### config.mk
export PLATFORM = sky130hd
export DESIGN_NAME = pic_cmd_port
export DESIGN_NICKNAME = d
export VERILOG_FILES = /design/src/rtl/pic_cmd_pkg.sv /design/src/rtl/pic_cmd_init_seq.sv /design/src/rtl/pic_cmd_decode.sv /design/src/rtl/pic_cmd_trig.sv /design/src/rtl/pic_cmd_readback.sv /design/src/rtl/pic_cmd_port.sv
export SDC_FILE = /design/constraint.sdc
export NUM_CORES = 1
export LEC_CHECK = 0
export CORE_UTILIZATION = 44
export CTS_BUF_LIST = sky130_fd_sc_hd__clkbuf_4 sky130_fd_sc_hd__clkbuf_8
export CTS_CLUSTER_SIZE = 14
export DETAILED_ROUTE_END_ITERATION = 16
export PLACE_DENSITY = 0.9
export SLEW_MARGIN = 10
export SYNTH_ARGS = -nofsm -noshare
export SYNTH_HDL_FRONTEND = slang
export SYNTH_SLANG_ARGS = --single-unit
### constraint.sdc
create_clock -name clk -period 3.12 [get_ports clk]
set_clock_uncertainty 0.1 [all_clocks]
set_input_delay 0.936 -clock clk [delete_from_list [all_inputs] [get_ports clk]]
set_output_delay 0.936 -clock clk [all_outputs]
set_load 0.01 [all_outputs]
### src/rtl/pic_cmd_pkg.sv
// Package: shared widths, the init step encoding and the command codes of
// the controller command port. Assumes an eight-line controller.
package pic_cmd_pkg;
    localparam int LINES = 8;
    localparam int IDX_W = $clog2(LINES);
    localparam int DW    = LINES;

    // Bit positions in an address-0 write
    localparam int B_INIT    = 4;
    localparam int B_CTRL    = 3;
    localparam int B_POLL    = 2;
    localparam int B_SEL_EN  = 1;
    localparam int B_SEL_VAL = 0;
    localparam int B_SMM_EN  = 6;
    localparam int B_SMM_VAL = 5;
    localparam int B_NEED4   = 0;
    // Bit positions in the optional fourth init word
    localparam int B_NESTED  = 4;
    localparam int B_AEOI    = 1;

    typedef enum logic [1:0] {
        STEP_IDLE    = 2'd0,
        STEP_BASE    = 2'd1,
        STEP_CASCADE = 2'd2,
        STEP_MODE    = 2'd3
    } init_step_e;

    typedef enum logic [2:0] {
        OP_RAEOI_OFF  = 3'd0,
        OP_EOI_TOP    = 3'd1,
        OP_NOP        = 3'd2,
        OP_EOI_AT     = 3'd3,
        OP_RAEOI_ON   = 3'd4,
        OP_EOI_TOP_RT = 3'd5,
        OP_SET_BASE   = 3'd6,
        OP_EOI_AT_RT  = 3'd7
    } cmd_op_e;
endpackage

### src/rtl/pic_cmd_init_seq.sv
// Module: initialization step machine. Owns the mask, vector base, nested
// and auto-EOI flags. Assumes wr_a0/wr_a1 are already qualified for the
// command space and are never high together.
module pic_cmd_init_seq
    import pic_cmd_pkg::*;
(
    input  logic          clk,
    input  logic          rst_n,
    input  logic          wr_a0,
    input  logic          wr_a1,
    input  logic [DW-1:0] din,
    output logic          init_start,
    output logic          init_pulse_o,
    output logic [DW-1:0] mask_o,
    output logic [DW-1:0] vec_base_o,
    output logic          nested_o,
    output logic          aeoi_o,
    output init_step_e    step_o
);
    localparam logic [DW-1:0] VEC_KEEP = ~DW'((1 << IDX_W) - 1);

    logic need4_q;

    // Detect an init word
    always_comb init_start = wr_a0 & din[B_INIT];

    // Step machine and the registers loaded by init words
    always_ff @(posedge clk) begin
        if (!rst_n) begin
            step_o       <= STEP_IDLE;
            need4_q      <= 1'b0;
            mask_o       <= '0;
            vec_base_o   <= '0;
            nested_o     <= 1'b0;
            aeoi_o       <= 1'b0;
            init_pulse_o <= 1'b0;
        end else begin
            init_pulse_o <= init_start;
            if (init_start) begin
                step_o     <= STEP_BASE;
                need4_q    <= din[B_NEED4];
                mask_o     <= '0;
                vec_base_o <= '0;
                nested_o   <= 1'b0;
                aeoi_o     <= 1'b0;
            end else if (wr_a1) begin
                unique case (step_o)
                    STEP_IDLE: mask_o <= din;
                    STEP_BASE: begin
                        vec_base_o <= din & VEC_KEEP;
                        step_o     <= STEP_CASCADE;
                    end
                    STEP_CASCADE: step_o <= need4_q ? STEP_MODE : STEP_IDLE;
                    STEP_MODE: begin
                        nested_o <= din[B_NESTED];
                        aeoi_o   <= din[B_AEOI];
                        step_o   <= STEP_IDLE;
                    end
                    default: step_o <= STEP_IDLE;
                endcase
            end
        end
    end
endmodule

### src/rtl/pic_cmd_decode.sv
// Module: control-word and command decoder. Owns priority base, read-select,
// poll, special mask and rotate-on-auto-EOI, and drives the clear strobes.
// Assumes top_isr_* and poll_* come from the neighbouring priority search.
module pic_cmd_decode
    import pic_cmd_pkg::*;
(
    input  logic             clk,
    input  logic             rst_n,
    input  logic             wr_a0,
    input  logic             init_start,
    input  logic [DW-1:0]    din,
    input  logic             top_isr_vld,
    input  logic [IDX_W-1:0] top_isr_idx,
    input  logic             poll_take,
    input  logic             poll_vld,
    input  logic [IDX_W-1:0] poll_idx,
    output logic [IDX_W-1:0] rot_base_o,
    output logic             rot_aeoi_o,
    output logic             read_sel_o,
    output logic             poll_armed_o,
    output logic             special_mask_o,
    output logic [DW-1:0]    isr_clr_o,
    output logic [DW-1:0]    irr_clr_o
);
    logic             is_ctrl, is_cmd;
    cmd_op_e          op;
    logic             clr_go, base_go;
    logic [IDX_W-1:0] clr_idx, base_idx;

    // Classify an address-0 write that is not an init word
    always_comb begin
        is_ctrl = wr_a0 & ~din[B_INIT] &  din[B_CTRL];
        is_cmd  = wr_a0 & ~din[B_INIT] & ~din[B_CTRL];
        op      = cmd_op_e'(din[DW-1 -: 3]);
    end

    // Work out which in-service bit a command clears and any new base
    always_comb begin
        clr_go   = 1'b0;
        base_go  = 1'b0;
        clr_idx  = din[IDX_W-1:0];
        base_idx = din[IDX_W-1:0];
        unique case (op)
            OP_EOI_TOP: begin
                clr_go  = top_isr_vld;
                clr_idx = top_isr_idx;
            end
            OP_EOI_TOP_RT: begin
                clr_go   = top_isr_vld;
                base_go  = top_isr_vld;
                clr_idx  = top_isr_idx;
                base_idx = top_isr_idx;
            end
            OP_EOI_AT:    clr_go = 1'b1;
            OP_SET_BASE:  base_go = 1'b1;
            OP_EOI_AT_RT: begin
                clr_go  = 1'b1;
                base_go = 1'b1;
            end
            default: begin
                clr_go  = 1'b0;
                base_go = 1'b0;
            end
        endcase
    end

    // Mode registers and one-cycle clear strobes
    always_ff @(posedge clk) begin
        if (!rst_n) begin
            rot_base_o     <= '0;
            rot_aeoi_o     <= 1'b0;
            read_sel_o     <= 1'b0;
            poll_armed_o   <= 1'b0;
            special_mask_o <= 1'b0;
            isr_clr_o      <= '0;
            irr_clr_o      <= '0;
        end else if (init_start) begin
            rot_base_o     <= '0;
            rot_aeoi_o     <= 1'b0;
            read_sel_o     <= 1'b0;
            poll_armed_o   <= 1'b0;
            special_mask_o <= 1'b0;
            isr_clr_o      <= '0;
            irr_clr_o      <= '0;
        end else begin
            isr_clr_o <= '0;
            irr_clr_o <= '0;
            if (poll_take) begin
                poll_armed_o <= 1'b0;
                if (poll_vld) begin
                    isr_clr_o <= DW'(1) << poll_idx;
                    irr_clr_o <= DW'(1) << poll_idx;
                end
            end
            if (is_ctrl) begin
                if (din[B_POLL])   poll_armed_o   <= 1'b1;
                if (din[B_SEL_EN]) read_sel_o     <= din[B_SEL_VAL];
                if (din[B_SMM_EN]) special_mask_o <= din[B_SMM_VAL];
            end
            if (is_cmd) begin
                if (op == OP_RAEOI_OFF) rot_aeoi_o <= 1'b0;
                if (op == OP_RAEOI_ON)  rot_aeoi_o <= 1'b1;
                if (clr_go)  isr_clr_o  <= DW'(1) << clr_idx;
                if (base_go) rot_base_o <= base_idx + IDX_W'(1);
            end
        end
    end
endmodule

### src/rtl/pic_cmd_trig.sv
// Module: trigger-mode register. The writable bits are fixed by the role
// of the controller, picked at elaboration time.
module pic_cmd_trig
    import pic_cmd_pkg::*;
#(
    parameter bit IS_MASTER = 1'b1
) (
    input  logic          clk,
    input  logic          rst_n,
    input  logic          wr,
    input  logic [DW-1:0] din,
    output logic [DW-1:0] trig_o
);
    logic [DW-1:0] keep;

    // Choose the writable-bit pattern for this role
    generate
        if (IS_MASTER) begin : g_master
            assign keep = 8'hF8;
        end else begin : g_slave
            assign keep = 8'hDE;
        end
    endgenerate

    // Store the masked write data
    always_ff @(posedge clk) begin
        if (!rst_n)  trig_o <= '0;
        else if (wr) trig_o <= din & keep;
    end
endmodule

### src/rtl/pic_cmd_readback.sv
// Module: combinational read-data multiplexer. Assumes the poll result
// takes precedence over every command-space register.
module pic_cmd_readback
    import pic_cmd_pkg::*;
(
    input  logic             tm_sel,
    input  logic             a0,
    input  logic             poll_armed,
    input  logic             poll_vld,
    input  logic [IDX_W-1:0] poll_idx,
    input  logic             read_sel,
    input  logic [DW-1:0]    irr_in,
    input  logic [DW-1:0]    isr_in,
    input  logic [DW-1:0]    mask,
    input  logic [DW-1:0]    trig,
    output logic [DW-1:0]    dout
);
    localparam logic [DW-1:0] NO_GRANT = DW'(LINES - 1);

    // Select the read data
    always_comb begin
        if (tm_sel)          dout = trig;
        else if (poll_armed) dout = poll_vld ? DW'(poll_idx) : NO_GRANT;
        else if (a0)         dout = mask;
        else if (read_sel)   dout = isr_in;
        else                 dout = irr_in;
    end
endmodule

### src/rtl/pic_cmd_port.sv
// Module: command port of one interrupt controller. Qualifies the strobes
// and wires the init machine, command decoder, trigger register and read
// mux together. Assumes wr_en and rd_en are not high in the same cycle.
module pic_cmd_port
    import pic_cmd_pkg::*;
#(
    parameter bit IS_MASTER = 1'b1
) (
    input  logic             clk,
    input  logic             rst_n,
    input  logic             wr_en,
    input  logic             rd_en,
    input  logic             a0,
    input  logic             tm_sel,
    input  logic [DW-1:0]    din,
    output logic [DW-1:0]    dout,
    input  logic [DW-1:0]    irr_in,
    input  logic [DW-1:0]    isr_in,
    input  logic             top_isr_vld,
    input  logic [IDX_W-1:0] top_isr_idx,
    input  logic             poll_vld,
    input  logic [IDX_W-1:0] poll_idx,
    output logic [DW-1:0]    mask_o,
    output logic [DW-1:0]    vec_base_o,
    output logic [IDX_W-1:0] rot_base_o,
    output logic             auto_eoi_o,
    output logic             nested_o,
    output logic             rot_aeoi_o,
    output logic             special_mask_o,
    output logic [DW-1:0]    trig_mode_o,
    output logic [DW-1:0]    isr_clr_o,
    output logic [DW-1:0]    irr_clr_o,
    output logic             init_clear_o
);
    logic       wr_a0, wr_a1, wr_tm, poll_take;
    logic       init_start, read_sel, poll_armed;
    init_step_e step;

    // Qualify the access strobes per register space
    always_comb begin
        wr_a0     = wr_en & ~tm_sel & ~a0;
        wr_a1     = wr_en & ~tm_sel &  a0;
        wr_tm     = wr_en &  tm_sel;
        poll_take = rd_en & ~tm_sel & poll_armed;
    end

    pic_cmd_init_seq u_init (
        .clk(clk), .rst_n(rst_n), .wr_a0(wr_a0), .wr_a1(wr_a1), .din(din),
        .init_start(init_start), .init_pulse_o(init_clear_o),
        .mask_o(mask_o), .vec_base_o(vec_base_o), .nested_o(nested_o),
        .aeoi_o(auto_eoi_o), .step_o(step)
    );

    pic_cmd_decode u_dec (
        .clk(clk), .rst_n(rst_n), .wr_a0(wr_a0), .init_start(init_start),
        .din(din), .top_isr_vld(top_isr_vld), .top_isr_idx(top_isr_idx),
        .poll_take(poll_take), .poll_vld(poll_vld), .poll_idx(poll_idx),
        .rot_base_o(rot_base_o), .rot_aeoi_o(rot_aeoi_o),
        .read_sel_o(read_sel), .poll_armed_o(poll_armed),
        .special_mask_o(special_mask_o), .isr_clr_o(isr_clr_o),
        .irr_clr_o(irr_clr_o)
    );

    pic_cmd_trig #(.IS_MASTER(IS_MASTER)) u_trig (
        .clk(clk), .rst_n(rst_n), .wr(wr_tm), .din(din), .trig_o(trig_mode_o)
    );

    pic_cmd_readback u_rb (
        .tm_sel(tm_sel), .a0(a0), .poll_armed(poll_armed), .poll_vld(poll_vld),
        .poll_idx(poll_idx), .read_sel(read_sel), .irr_in(irr_in),
        .isr_in(isr_in), .mask(mask_o), .trig(trig_mode_o), .dout(dout)
    );
endmodule

---- Word level (Yosys, flattened, before mapping) ----
Index checks and enable logic that the tools add are counted.
word-level totals
  bits of input ports ..................... 38
  bits in registers ....................... 47
  output and inout port bits .............. 56
operators by class
  bitwise gates (word level) .............. 15
  muxes and demuxes ....................... 22
  add/sub/neg operators ................... 1
  eq/ne operators ......................... 9
  reduce and logical (&&, ||, !) cells .... 19
  shift-type cells ........................ 2
operators by type and width
  cell                                                  count
  2-to-1 mux 8 bit                                      8
  AND reduction 2 bit                                   9
  left shift 1 x 3 -> 8 bit (first input constant)      2
  equality test 3 bit (second input constant)           4
  bitwise AND 1 bit                                     10
  2-to-1 mux 3 bit                                      3
  OR reduction 2 bit                                    4
  2-to-1 mux 1 bit                                      7
  one-hot mux 2 bit (3 select lines)                    1
  NOT 1 bit                                             5
  equality test 2 bit (second input constant)           2
  one-hot mux 1 bit (2 select lines)                    2
  nonzero test 2 bit                                    2
  nonzero test 4 bit                                    1
  adder 3 x 1 -> 3 bit (second input constant)          1
  equality test 3 x 1 -> 1 bit (second input constant)  1
  equality test 3 x 2 -> 1 bit (second input constant)  1
  zero test 3 bit                                       1
  nonzero test 3 bit                                    1
  equality test 2 x 1 -> 1 bit (second input constant)  1
  zero test 2 bit                                       1
  2-to-1 mux 2 bit                                      1

---- Logic depth before layout (Yosys ltp) ----
Gate-level depths: netlist of run 1.
  depth in word-level cells ............... 6
  depth in mapped cells ................... 6

---- By module ----
From an unflattened synthesis of run 1, not the netlist that was laid out.
second synthesis, totals
  cells, all modules ...................... 280
  area, all modules ....................... 2473.6 µm²
modules (own cells, without submodules)
  module            area each (µm²)  instances  cells an instance  seq. area each (µm²)
  pic_cmd_decode    1036.0           1          109                460.4
  pic_cmd_init_seq  884.6            1          98                 380.4
  pic_cmd_readback  301.5            1          49                 0.0
  pic_cmd_trig      219.0            1          20                 100.1
  pic_cmd_port      32.5             1          4                  0.0

---- Worst setup path before layout of run 1 ----
No wires, ideal clock.
  path kind ............................... input to output
  from .................................... in a0
  to ...................................... out dout[5]
  required time ........................... 2.084 ns
  path slack .............................. 0.357 ns
  cell stages on the path ................. 4
  data arrival time ....................... 1.727 ns
  path buffers ............................ 2
  cells stage by stage .................... buf_4 -> clkbuf_1 -> a21oi_1 -> o21ai_0
on the way
  cells in the longest elaborated chain, start to end .. 3
RTL lines
  element             RTL line                text
  start: declaration  pic_cmd_port.sv:13      input logic a0,
  2-to-1 mux 8 bit    pic_cmd_readback.sv:24  else if (a0) dout = mask;
  2-to-1 mux 8 bit    pic_cmd_readback.sv:23  else if (poll_armed) dout = poll_vld ? DW'(poll_idx) : NO_GRANT;
  2-to-1 mux 8 bit    pic_cmd_readback.sv:22  if (tm_sel) dout = trig;
  end: declaration    pic_cmd_port.sv:16      output logic [DW-1:0] dout,
No other way between the ends.

---- Worst setup path in the final report of run 1 ----
  from .................................... in isr_in[2]
  to ...................................... out dout[2]
on the way
  cells in the longest elaborated chain, start to end .. 4
RTL lines
  element             RTL line                text
  start: declaration  pic_cmd_port.sv:18      input logic [DW-1:0] isr_in,
  2-to-1 mux 8 bit    pic_cmd_readback.sv:25  else if (read_sel) dout = isr_in;
  2-to-1 mux 8 bit    pic_cmd_readback.sv:24
  2-to-1 mux 8 bit    pic_cmd_readback.sv:23
  2-to-1 mux 8 bit    pic_cmd_readback.sv:22
No other way between the ends.

==> results_dict.tcl, run 1 <==
set metrics [dict create \
    die_w_um 73.74 \
    rsz0062_at_grt "yes" \
    timing.critical_path.to_type "primary output" \
    synth-compound-area-share_pct 14.48 \
    critical_path.startpoint_type "input pin" \
    layout_worst_path_cycle_share_pct 99.47 \
    route.detailed.wl_per_inst_um 15.09 \
    coreArea_mm2 0.004848 \
    grt-ovfl-total 0 \
    post_synth_fa_ha_maj_area_fraction_pct 3.315 \
    num_cts_buffers 5 \
    hold_class "reg -> reg" \
    globalRouteTotalUtil_pct 24.76 \
    r2r_slack_ns 1.29 \
    hold_path_depth 2 \
    mostFrequentLayoutCell "sky130_fd_sc_hd__clkdlybuf4s50_1" \
    via_per_inst 5.288 \
    transition_at_the_pin_with_the_smallest_max_transition_slack_ns 0.5700 \
    post-synth-top-area-fraction_pct 41.55 \
    crit_arrival_ns 2.07 \
    cts_max_path_bufs 2 \
    drt-pass1-iter-count 4 \
    detail_route.drc_violations 0 \
    rr_worst_depth 4 \
    cts_sink_cnt 47 \
    ir_drop_mv 0.1944 \
    dr_total_vias 2348 \
    die-area_mm2 0.005438 \
    relSlewSlack_pct 61.47 \
    numPortBuffers 87 \
    clk-insertion-delay-late_ns 0.30 \
    boundaryPins 94 \
    cts.clk_slew.worst_paths_ns 0.08 \
    crit_path_top_delay_cell "sky130_fd_sc_hd__clkdlybuf4s50_1" \
    first_global_vias 2174 \
    layout-area-overhead-vs-synth_pct 50.99 \
    final_layout_size_suffix_gt1_share_pct 14.32 \
    postSynthAreaPerCell_um2 8.326 \
    finalHoldViolCount 0 \
    warning_count_from_the_yosys_run 0 \
    antenna_violations_before_repair 0 \
    clock_tree.root_cell "sky130_fd_sc_hd__clkbuf_8" \
    finalSetupTns_ns 0 \
    fp_rows 25 \
    synth_mux_area_share_pct 8.564 \
    syn-instance-count 272 \
    power_density_mw_per_mm2 350.6 \
    max_freq_ghz 0.3222 \
    routed_wl_um 6702 \
    postSynthRegisterBits 47 \
    synth-simple-area-share_pct 24.42 \
    mostFrequentLayoutCells "sky130_fd_sc_hd__clkdlybuf4s50_1, sky130_fd_sc_hd__dfxtp_1, sky130_fd_sc_hd__nand2_1" \
    crit-reg2reg-launch "u_dec.poll_armed_o$_SDFF_PP0_" \
    timing.critical_path.fanout_max 1 \
    crit_required_ns 2.08 \
    outcome "finished clean" \
    syn_area_mm2 0.002265 \
    globalplace.congestion 0.8446 \
    final_max_slew_viol_count 0 \
    timing.final.setup_violations 0 \
    timing.hold.worst_endpoint "u_init.vec_base_o[4]$_SDFFE_PP0P_" \
    highest_cell_delay_on_the_worst_timing_path_ns 0.40 \
    dpl_cell_area_mm2 0.003299 \
    hold_start "u_init.vec_base_o[4]$_SDFFE_PP0P_" \
    cts_tree "built" \
    layout.cell_area.non_filler_mm2 0.003420 \
    floorplan.die.height_um 73.74 \
    drv_cap 0 \
    starting_density_of_the_core_pct 46.71 \
    cts_htree_levels 2 \
    post-route-min-period_ns 3.104 \
    cp_cell_sequence "clkdlybuf4s50_1 > mux2i_1 > nor2_1 > a211oi_1 > a311oi_2 > buf_2" \
    final_nets 420 \
    synth_area_leader_cell "sky130_fd_sc_hd__dfxtp_1" \
    synthXorXnorAreaFrac_pct 0.3867 \
    drt_first_iter_violations 158 \
    critical_path.reg2reg.endpoint "u_dec.isr_clr_o[3]$_SDFF_PP0_" \
    p_total_mw 1.199 \
    postCtsHoldBufs 0 \
    synth_sequential_area_ratio_pct 41.55 \
    crit_path_class "in -> out" \
    grt_first_pass_wirelength_um 10160 \
    largest_net_degree_at_the_start_of_global_routing 20 \
    num-fill-cells 384 \
    post-dp-hpwl_um 4938 \
    synth.top_cells.by_area "sky130_fd_sc_hd__dfxtp_1, sky130_fd_sc_hd__nand2_1, sky130_fd_sc_hd__mux2i_1" \
    combinational_family_with_the_most_area_after_synthesis "simple AND/OR/NAND/NOR gates" \
    final_core_utilization_pct 70.53 \
    pleak_nw 1.308 \
    final_antenna_net_count 0 \
    synth.lib_cells_used.distinct 37 \
    antenna-diode-count 0 \
]
cells by family (layout without fill, tap and decap cells):
kind of cell | Yosys count | in the layout
xor gates and xnor gates | 1 | 1
adders and majority gates | 6 | 6
muxes | 19 | 19
DFF | 47 | 47
and+or+nand+nor | 110 | 110
AOI/OAI and AO/OA | 57 | 57
buffers and inverters | 31 | 131
other | 1 | 6
final cells by class:
class                      instances  area (µm²)  share of cell area [%]
multi-input combinational        199        1190                   34.80
timing repair buffer             113        1079                   31.54
sequential                        47       940.9                   27.52
clock buffer                       7       83.83                   2.452
tap                               67       83.83                   2.452
inverter                          10       37.54                   1.098
clock inverter                     1       5.005                  0.1464
metrics by stage:
step / hold WS (ns) / cells / setup WS (ns)
final: 0.3676 / 444 / 0.01648
after global routing: 0.3999 / 444 / -0.02933
after CTS: 0.3703 / 442 / 0.003078
after detailed placement: 0.3544 / 433 / -0.5905
after global placement: 0.3512 / 433 / -0.4450
after floorplan: 0.3602 / 277 / 0.3569
cells in the mapped netlist, drive strengths merged:
library cell  count
dfxtp            47
a21oi            27
mux2i            16
nor2             25
a211oi            3
ha                6
nand3b            1
nor4b             2
o21ai             8
and2              3
nand3            16
or4               2
inv              10
a311oi            3
nor4              1
o22ai             9
buf              15
or2               3
conb              1
nand2            45
a31oi             5
or4b              2
clkbuf            6
mux2              3
nand2b            3
xor2              1
o21a              1
a32oi             1
nor3              2
nor3b             2
nor4bb            1
and3b             2
power by group:
group,total [mW],leakage (nW),internal [mW],switching [mW]
Sequential,0.614,0.380,0.607,0.00699
Clock,0.372,0.0491,0.175,0.197
Combinational,0.212,0.879,0.111,0.102
Total,1.20,1.31,0.893,0.306
how the worst max path moves through the flow:
stage	startpoint	endpoint	slack (ns)	cells past startpoint
6_report	isr_in[2]	dout[2]	0.02	6
5_1_grt	tm_sel	dout[3]	-0.03	4
4_1_cts	tm_sel	dout[6]	0.003	4
3_5_place_dp	a0	dout[2]	-0.59	6
3_3_place_gp	a0	dout[0]	-0.44	6
2_1_floorplan	a0	dout[5]	0.36	4
layer usage:
| layer | global-route usage [%] | vias to the layer above | share of wire, % |
|---|---|---|---|
| li1 | - | 1134 | - |
| met1 | 28.72 | 1096 | 41 |
| met2 | 45.16 | 101 | 51 |
| met3 | 3.704 | 17 | 6.3 |
| met4 | 10.04 | 0 | 1.7 |
| met5 | 0 | - | 0 |
sequential cells by signal, summed over array words and instances, names as in the netlist, 2 cells and up:
signal             cells
u_trig.trig_o          5
u_dec.rot_base_o       3
u_init.vec_base_o      5
u_init.step_o          2
u_dec.irr_clr_o        8
u_dec.isr_clr_o        8
u_init.mask_o          8
repair_timing:
item / 4_1_cts / 5_1_grt
cloned: 1 / 0
setup buffers: 0 / 2
pin swaps: 2 / 1
endpoints found under the setup margin: 8 / 6
resized for setup: 37 / 2
critical path, delay by kind of cell:
family / cells / cell delay (ns)
buffers and inverters: 2 / 0.57
muxes: 1 / 0.15
and+or+nand+nor: 1 / 0.05
AOI/OAI and AO/OA: 2 / 0.35
(Power assumes the default switching activity.)
==> run 2: changes to the inputs <==
Settings changed: SKIP_LAST_GASP set to 1.
==> run 2 against run 1 <==
Against the previous run:
- sequential cell count is the same
- total power rose by 0.20%
- cell count unchanged
- largest cell class unchanged
- largest power group unchanged
==> results_dict.tcl, run 2 (synthesis results as in run 1) <==
set metrics [dict create \
    outcome "finished clean" \
    finalHoldViolCount 0 \
    cts_htree_levels 2 \
    dr_total_vias 2382 \
    drv_cap 0 \
    cts_max_path_bufs 2 \
    cts_sink_cnt 47 \
    final_layout_size_suffix_gt1_share_pct 14.32 \
    use_met2_pct 45.16 \
    pleak_nw 1.307 \
    coreArea_mm2 0.004848 \
    timing.critical_path.fanout_max 1 \
    post-route-min-period_ns 3.096 \
    mostFrequentLayoutCells "sky130_fd_sc_hd__clkdlybuf4s50_1, sky130_fd_sc_hd__dfxtp_1, sky130_fd_sc_hd__nand2_1" \
    max_freq_ghz 0.3230 \
    rsz0062_at_grt "yes" \
    first_global_vias 2174 \
    gr_peak_layer "met2" \
    layout_worst_path_cycle_share_pct 99.21 \
    drt_first_iter_violations 167 \
    cts.clk_slew.worst_paths_ns 0.08 \
    ir_drop_mv 0.1939 \
    antenna_violations_before_repair 0 \
    detail_route.drc_violations 0 \
    final_antenna_net_count 0 \
    grt-ovfl-total 0 \
    relSlewSlack_pct 59.07 \
    final_max_slew_viol_count 0 \
    cts_tree "built" \
    crit_start "isr_in[2]" \
    power_density_mw_per_mm2 350.7 \
    postCtsHoldBufs 0 \
    biggestRegsByFlops "u_dec.irr_clr_o (8), u_dec.isr_clr_o (8), u_init.mask_o (8)" \
    layout-area-overhead-vs-synth_pct 51.27 \
    largest_net_degree_at_the_start_of_global_routing 20 \
    starting_density_of_the_core_pct 46.71 \
    multi_input_comb_area_mm2 0.001190 \
    globalRouteTotalUtil_pct 24.76 \
    num-fill-cells 383 \
    post-dp-hpwl_um 4938 \
    transition_at_the_pin_with_the_smallest_max_transition_slack_ns 0.6054 \
    clk-insertion-delay-late_ns 0.30 \
    fp_rows 25 \
    routed_wl_um 6753 \
    numPortBuffers 87 \
    hold_start "u_init.vec_base_o[4]$_SDFFE_PP0P_" \
    mostFrequentLayoutCell "sky130_fd_sc_hd__clkdlybuf4s50_1" \
    die-area_mm2 0.005438 \
    drt-pass1-iter-count 4 \
    holdWs_ns 0.3682 \
    clock_tree.root_cell "sky130_fd_sc_hd__clkbuf_8" \
    num_cts_buffers 5 \
    globalRouteMet1Util_pct 28.72 \
    layout.cell_area.non_filler_mm2 0.003426 \
    dpl_cell_area_mm2 0.003299 \
    floorplan.die.height_um 73.74 \
    route.detailed.wl_per_inst_um 15.21 \
    crit_required_ns 2.08 \
    via_per_inst 5.365 \
    critical_path.startpoint_type "input pin" \
    grt_first_pass_wirelength_um 10160 \
    crit_path_class "in -> out" \
    crit_arrival_ns 2.06 \
    hold_class "reg -> reg" \
    globalplace.congestion 0.8446 \
    final_nets 420 \
    crit-reg2reg-launch "u_dec.poll_armed_o$_SDFF_PP0_" \
    timing.final.setup_violations 0 \
    boundaryPins 94 \
    grt_util_met3_pct 3.704 \
    final-seq-area_um2 940.9 \
    antenna-diode-count 0 \
    die_w_um 73.74 \
    timing.critical_path.to_type "primary output" \
]
==> run 2: cell types whose count changed in the layout (fill, tap and decap cells not counted) <==
cell | before | now
sky130_fd_sc_hd__clkdlybuf4s15_2 | 2 | 3
sky130_fd_sc_hd__buf_2 | 6 | 5
==> run 2: final timing paths <==
check                                           end  slack (ns)  depth (start not counted)
hold reg to reg   u_init.vec_base_o[4]$_SDFFE_PP0P_        0.37                          2
setup / recovery                            dout[2]        0.02                          6
setup reg to reg      u_dec.isr_clr_o[3]$_SDFF_PP0_        1.28                          4
hold / removal    u_init.vec_base_o[4]$_SDFFE_PP0P_        0.37                          2
==> run 2: cell type report <==
type / count / share of cell area, %
inverter: 10 / 1.096
clock buffer: 7 / 2.447
tap: 67 / 2.447
sequential: 47 / 27.47
multi-input combinational: 199 / 34.73
clock inverter: 1 / 0.1461
timing repair buffer: 113 / 31.67
==> run 2: layer usage <==
layer  wire, µm  part of all wire (%)
met3        469                   6.9
met5          0                     0
met2       3398                    50
met1       2740                    41
met4        144                   2.1
==> run 2: power by group <==
| group | internal (mW) | switching, mW |
|---|---|---|
| clock network | 0.175 | 0.198 |
| logic | 0.111 | 0.103 |
| registers | 0.607 | 0.00696 |
| total | 0.894 | 0.308 |
==> run 2: metrics by stage <==
step                utilization, %   TNS (ns)  setup slack [ns]  power, mW  std cells
floorplan                        -          0            0.3569     0.7216        277
global placement             68.05     -3.160           -0.4450     0.8264        433
detailed placement           68.05     -3.689           -0.5905     0.8322        433
CTS                          70.48  -0.006511         -0.006511      1.197        442
global route                 70.66   -0.09844          -0.02933      1.245        444
finish                       70.66          0           0.02450      1.201        444
==> run 2: timing repair <==
action / 4_1_cts / 5_1_grt
hold endpoints to repair: 0 / 0
gates cloned: 1 / 0
gates resized for setup: 36 / 2
buffers inserted: 0 / 2
endpoints found under the setup margin: 8 / 6
pin swaps: 2 / 1
==> run 2: critical path, stage by stage <==
cell                              delay (ns)
sky130_fd_sc_hd__clkdlybuf4s50_1        0.40
sky130_fd_sc_hd__mux2i_1                0.15
sky130_fd_sc_hd__nor2_1                 0.06
sky130_fd_sc_hd__a211oi_1               0.28
sky130_fd_sc_hd__a311oi_2               0.07
sky130_fd_sc_hd__buf_2                  0.17
==> run 3: changes to the inputs <==
Settings changed: SKIP_LAST_GASP 1 to not set.
==> results of run 3 <==
The final DEF is identical to that of run 1; final timing and power are the same.
